**src/rtl/stp_pkg.sv**
```systemverilog
package stp_pkg;

    localparam int TAG_W  = 3;
    localparam int CHAN_W = 5;
    localparam int LANES  = 4;

    typedef enum logic [TAG_W-1:0] {
        TAG_DATA = 3'd0,
        TAG_FS   = 3'd1,
        TAG_LS   = 3'd2,
        TAG_LE   = 3'd3,
        TAG_FE   = 3'd4
    } stp_tag_e;

    typedef enum logic [1:0] {
        ST_OFF   = 2'd0,
        ST_RUN   = 2'd1,
        ST_FORCE = 2'd2
    } stp_state_e;

endpackage

```
**src/rtl/stp_tag_decode.sv**
```systemverilog
module stp_tag_decode
    import stp_pkg::*;
(
    input  logic     vs,
    input  logic     ve,
    input  logic     hs,
    input  logic     he,
    input  logic     force_fs,
    output stp_tag_e tag
);

    always_comb begin
        if (force_fs || vs) begin
            tag = TAG_FS;
        end else if (hs) begin
            tag = TAG_LS;
        end else if (ve) begin
            tag = TAG_FE;
        end else if (he) begin
            tag = TAG_LE;
        end else begin
            tag = TAG_DATA;
        end
    end

endmodule

```
**src/rtl/stp_ctrl.sv**
```systemverilog
module stp_ctrl
    import stp_pkg::*;
(
    input  logic       clk,
    input  logic       rst_n,
    input  logic       en,
    input  logic       beat_valid,
    input  logic       buf_full,
    output logic       wr_en,
    output logic       drop,
    output logic       force_fs,
    output logic       ovr_irq,
    output stp_state_e state
);

    stp_state_e state_nxt;

    // State register
    always_ff @(posedge clk or negedge rst_n) begin
        if (!rst_n) begin
            state <= ST_OFF;
        end else begin
            state <= state_nxt;
        end
    end

    // Next-state logic
    always_comb begin
        state_nxt = state;
        if (!en) begin
            state_nxt = ST_OFF;
        end else begin
            unique case (state)
                ST_OFF:   state_nxt = drop  ? ST_FORCE : ST_RUN;
                ST_RUN:   state_nxt = drop  ? ST_FORCE : ST_RUN;
                ST_FORCE: state_nxt = wr_en ? ST_RUN   : ST_FORCE;
                default:  state_nxt = ST_OFF;
            endcase
        end
    end

    // Outputs
    always_comb begin
        wr_en    = 1'b0;
        drop     = 1'b0;
        force_fs = 1'b0;
        unique case (state)
            ST_OFF, ST_RUN: begin
                wr_en = en && beat_valid && !buf_full;
                drop  = en && beat_valid &&  buf_full;
            end
            ST_FORCE: begin
                wr_en    = en && beat_valid && !buf_full;
                drop     = en && beat_valid &&  buf_full;
                force_fs = 1'b1;
            end
            default: begin
                wr_en = 1'b0;
                drop  = 1'b0;
            end
        endcase
    end

    // Interrupt pulse, one cycle per discarded beat
    always_ff @(posedge clk or negedge rst_n) begin
        if (!rst_n) begin
            ovr_irq <= 1'b0;
        end else begin
            ovr_irq <= drop;
        end
    end

endmodule

```
**src/rtl/stp_fifo.sv**
```systemverilog
module stp_fifo #(
    parameter int WIDTH = 40,
    parameter int DEPTH = 8
) (
    input  logic             clk,
    input  logic             rst_n,
    input  logic             wr_en,
    input  logic [WIDTH-1:0] wr_data,
    input  logic             rd_en,
    output logic [WIDTH-1:0] rd_data,
    output logic             empty,
    output logic             full,
    output logic [$clog2(DEPTH+1)-1:0] count
);

    localparam int AW = (DEPTH > 1) ? $clog2(DEPTH) : 1;
    localparam int CW = $clog2(DEPTH+1);
    localparam logic [AW-1:0] LAST    = AW'(DEPTH - 1);
    localparam logic [CW-1:0] FULL_CT = CW'(DEPTH);

    logic [WIDTH-1:0] mem [DEPTH];
    logic [AW-1:0]    wr_ptr;
    logic [AW-1:0]    rd_ptr;

    assign empty   = (count == '0);
    assign full    = (count == FULL_CT);
    assign rd_data = mem[rd_ptr];

    always_ff @(posedge clk) begin
        if (wr_en) begin
            mem[wr_ptr] <= wr_data;
        end
    end

    always_ff @(posedge clk or negedge rst_n) begin
        if (!rst_n) begin
            wr_ptr <= '0;
            rd_ptr <= '0;
            count  <= '0;
        end else begin
            if (wr_en) begin
                wr_ptr <= (wr_ptr == LAST) ? '0 : wr_ptr + 1'b1;
            end
            if (rd_en) begin
                rd_ptr <= (rd_ptr == LAST) ? '0 : rd_ptr + 1'b1;
            end
            unique case ({wr_en, rd_en})
                2'b10:   count <= count + 1'b1;
                2'b01:   count <= count - 1'b1;
                default: count <= count;
            endcase
        end
    end

endmodule

```
**src/rtl/sync_tag_port.sv**
```systemverilog
module sync_tag_port
    import stp_pkg::*;
#(
    parameter int PIX_W = 8,
    parameter int DEPTH = 8
) (
    input  logic                   clk,
    input  logic                   rst_n,
    input  logic                   cfg_en,
    input  logic [CHAN_W-1:0]      cfg_chan,
    input  logic                   in_valid,
    input  logic                   in_vs,
    input  logic                   in_ve,
    input  logic                   in_hs,
    input  logic                   in_he,
    input  logic [LANES*PIX_W-1:0] in_pix,
    output logic                   out_valid,
    input  logic                   out_ready,
    output logic [TAG_W-1:0]       out_tag,
    output logic [CHAN_W-1:0]      out_chan,
    output logic [LANES*PIX_W-1:0] out_pix,
    output logic                   ovr_irq
);

    localparam int PIXB   = LANES * PIX_W;
    localparam int WORD_W = TAG_W + CHAN_W + PIXB;
    localparam int CW     = $clog2(DEPTH + 1);

    stp_tag_e         beat_tag;
    stp_state_e       ctl_state;
    logic             buf_wr;
    logic             buf_rd;
    logic             buf_full;
    logic             buf_empty;
    logic             drop;
    logic             force_fs;
    logic [CW-1:0]    buf_count;
    logic [WORD_W-1:0] wr_word;
    logic [WORD_W-1:0] rd_word;

    stp_tag_decode u_dec (
        .vs       (in_vs),
        .ve       (in_ve),
        .hs       (in_hs),
        .he       (in_he),
        .force_fs (force_fs),
        .tag      (beat_tag)
    );

    stp_ctrl u_ctrl (
        .clk        (clk),
        .rst_n      (rst_n),
        .en         (cfg_en),
        .beat_valid (in_valid),
        .buf_full   (buf_full),
        .wr_en      (buf_wr),
        .drop       (drop),
        .force_fs   (force_fs),
        .ovr_irq    (ovr_irq),
        .state      (ctl_state)
    );

    assign wr_word = {beat_tag, cfg_chan, in_pix};
    assign buf_rd  = out_ready && !buf_empty;

    stp_fifo #(
        .WIDTH (WORD_W),
        .DEPTH (DEPTH)
    ) u_buf (
        .clk     (clk),
        .rst_n   (rst_n),
        .wr_en   (buf_wr),
        .wr_data (wr_word),
        .rd_en   (buf_rd),
        .rd_data (rd_word),
        .empty   (buf_empty),
        .full    (buf_full),
        .count   (buf_count)
    );

    assign out_valid = !buf_empty;
    assign out_tag   = rd_word[WORD_W-1 -: TAG_W];
    assign out_chan  = rd_word[PIXB +: CHAN_W];
    assign out_pix   = rd_word[PIXB-1:0];

endmodule

```
**config.mk**
```make
export PLATFORM = sky130hd
export DESIGN_NAME = sync_tag_port
export DESIGN_NICKNAME = d
export VERILOG_FILES = /design/src/rtl/stp_pkg.sv /design/src/rtl/stp_tag_decode.sv /design/src/rtl/stp_ctrl.sv /design/src/rtl/stp_fifo.sv /design/src/rtl/sync_tag_port.sv
export SDC_FILE = /design/constraint.sdc
export NUM_CORES = 1
export LEC_CHECK = 0
export BUFFER_PORTS_ARGS = -buffer_cell sky130_fd_sc_hd__buf_2
export CORE_MARGIN = 2
export CORE_UTILIZATION = 50
export CTS_BUF_LIST = sky130_fd_sc_hd__clkbuf_4 sky130_fd_sc_hd__clkbuf_8
export CTS_CLUSTER_DIAMETER = 150
export DETAILED_ROUTE_END_ITERATION = 16
export PLACE_DENSITY_LB_ADDON = 0.12
export REMOVE_ABC_BUFFERS = 1
export SKIP_LAST_GASP = 1
export SYNTH_ARGS = -nofsm -noshare
export SYNTH_HDL_FRONTEND = slang
export SYNTH_SLANG_ARGS = --single-unit
```
**constraint.sdc**
```tcl
create_clock -name clk -period 16.7 [get_ports clk]
set_input_delay 0.835 -clock clk [delete_from_list [all_inputs] [get_ports clk]]
set_output_delay 0.835 -clock clk [all_outputs]
set_load 0.01 [all_outputs]
```
==> run metrics <==
status=completed; DR pass1 iterations=4; Starting DRT DRC Count=424; post-place setup slack=13.05 ns; commonest non-fill, non-tap cell in the layout=edfxtp_1; WP buf/inv=2; DIE HEIGHT=166 µm; Slowest Stage Delay on Critical Path=0.84 ns; Setup-failing EPs final=0; TritonCTS buffer count=53; CTS Sinks=333; width of the chip=166 µm; CP Capture Type=output pin; clock-pin slew on the worst setup and hold paths=0.06 ns; core area=25800 µm²; Worst Tran Pin Value=1.11 ns; skew final=0.0356 ns; crit start category=register; FF+latch count, synth=333; layout cells sized above 1=35.1%; Hold Buf Count CTS=0; Site Rows=59; via count=5987; Root Buffer=clkbuf_8; Initial Utilization=50.6%; # H-tree levels=2; multi-input logic area=3020 µm²; CTS tree=built; fmax=239 MHz; ordered cell list for the critical path=buf_4 > mux4_1 > mux2_2 > buf_2; Congestion Overflow GR=0; PostCTS Resize Cnt=0; GRT Util Overall=18.0%; Post-CTS Setup Inserts=0; share of power burned in registers=46.2%; DIE AREA=27500 µm²; Fin. Hold Viols=0; Final #Nets=730; gpl congestion=0.687; largest net degree at the start of global routing=83; PortBufs=87; final WL=24500 µm; switching part of the total=27.6%; P_sw=0.648 mW; WS Path Type=register to output pin; Synth Instances=544; WP data arrival=3.35 ns; Ports=88; Reg area=9940 µm²; average vias per placed instance=5.69; clock share of power=29.7%; vias in the first global route=6424; Cell variety after synth=33; Fillers=1891; first-pass GRT wire length=37500 µm; maximum VDD drop=0.0980 mV; FFs w/ async S/R, synth=3.90%; Post-synth EDFFs=320; Hold Path Class=primary input to asynchronous set/reset pin; Combinational Power Share=24.1%; CP max FO=48; commonest cells after routing, fill and taps aside=edfxtp_1, buf_2, mux4_1; period utilisation layout=25.1%; setup ws final=12.51 ns; Pins Over Slew Limit=0; HPWL Detailed=13300 µm; worst skew pair latency=0.59 ns; P&R area growth vs syn=14.9%; final setup TNS=0 ns; ys flop type=edfxtp_1; critical path's slowest cell=dfrtp_4; sequential fraction of the synthesis area=75.9%; Pwr Density=156 nW/µm²; DRC=0; RSZ-0062 raised after global routing=false; syn_area_per_cell=24.0 µm²; static leakage=5.18 nW; CP required=15.87 ns; min cycle time layout=4.19 ns; Max transition margin=25.7%; Max Cap Viol=0; CP top delay family=multiplexers; initial antenna violation count=0; Netlist Area Pre-Place=13100 µm²; antenna-violating nets left=0; internal power=1.70 mW; Ys Warns=0; wire per inst=23.3 µm; Max clock buf depth=3
## power groups by stage
stage               logic, mW  clock network (mW)  registers, mW
floorplan               0.381                   0           1.09
global placement        0.566                   0           1.10
detailed placement      0.574                   0           1.11
CTS                     0.577               0.715           1.09
global route            0.609               0.754           1.10
finish                  0.565               0.697           1.09
## worst paths after layout
kind,from,to,slack [ns],cells after the start
setup / recovery,u_buf.rd_ptr[0]$_DFFE_PN0P_,out_pix[30],12.51,4
hold / removal,rst_n,u_buf.rd_ptr[0]$_DFFE_PN0P_,0.14,1
setup reg to reg,u_ctrl.state[1]$_DFF_PN0_,u_buf.mem[3][8]$_DFFE_PP_,13.85,4
hold reg to reg,u_buf.count[3]$_DFFE_PN0P_,u_buf.count[3]$_DFFE_PN0P_,0.50,1
max in group asynchronous,rst_n,u_buf.rd_ptr[1]$_DFFE_PN0P_,16.26,1
min in group clk,cfg_en,u_ctrl.state[0]$_DFF_PN0_,0.50,3
## synth_stat cells, types with 4 or more instances
master | number | area share (%)
nor2_1 | 5 | 0.14
buf_6 | 10 | 0.86
ha_1 | 7 | 0.67
mux2_2 | 42 | 3.6
mux4_2 | 10 | 1.7
clkbuf_1 | 11 | 0.32
mux4_1 | 70 | 14
o21ai_0 | 5 | 0.19
edfxtp_1 | 320 | 73
nand2b_1 | 6 | 0.29
inv_1 | 4 | 0.11
a21oi_1 | 5 | 0.19
xor2_1 | 4 | 0.27
nor3_1 | 6 | 0.23
dfrtp_1 | 13 | 2.5
nand2_1 | 5 | 0.14
## through the flow
step                cells  utilization (%)  area (µm²)  hold WS (ns)  power (mW)
floorplan             520                -       12900         0.469        1.47
global placement      957             54.0       13900         0.491        1.67
detailed placement    957             54.0       13900         0.497        1.68
CTS                  1051             58.2       15000         0.111        2.38
global route         1051             58.2       15000         0.129        2.46
finish               1052             58.2       15000         0.138        2.35
## logic make-up after synthesis
kind of cell / Yosys count / share of synthesized area [%]
fa+ha+maj: 7 / 0.669
buf+inv: 28 / 1.39
simple gates: 32 / 1.44
compound gates: 16 / 0.746
xor+xnor: 5 / 0.335
flops: 333 / 75.9
mux: 123 / 19.5
## layout make-up
type,instances,share of cell area (%)
Timing Repair Buffer,102,3.65
Antenna cell,1,0.0167
Inverter,4,0.0999
Sequential cell,333,66.2
Tap cell,335,2.79
Clock buffer,70,5.70
Clock inverter,24,1.51
Multi-Input combinational cell,183,20.1
## worst register-to-register path: cells and delay by family, from the launching register on
family | cells | cell delay (ns)
and+or+nand+nor | 2 | 1.20
buffers and inverters | 1 | 0.51
DFF | 1 | 0.40
AOI/OAI and AO/OA | 1 | 0.38
## layer usage
metal | GRT usage (%) | wire length, µm | vias up
met5 | 0 | 0 | -
li1 | - | - | 2642
met3 | 3.88 | 1320 | 38
met1 | 23.8 | 10300 | 3138
met4 | 5.14 | 391 | 0
met2 | 30.7 | 12500 | 169
## state kept, by name (all words and copies together) (netlist names)
register / cells
u_buf.wr_ptr: 3
u_buf.rd_ptr: 3
u_ctrl.state: 2
u_buf.mem: 320
u_ctrl.ovr_irq: 1
u_buf.count: 4
(Power assumes the default switching activity.)
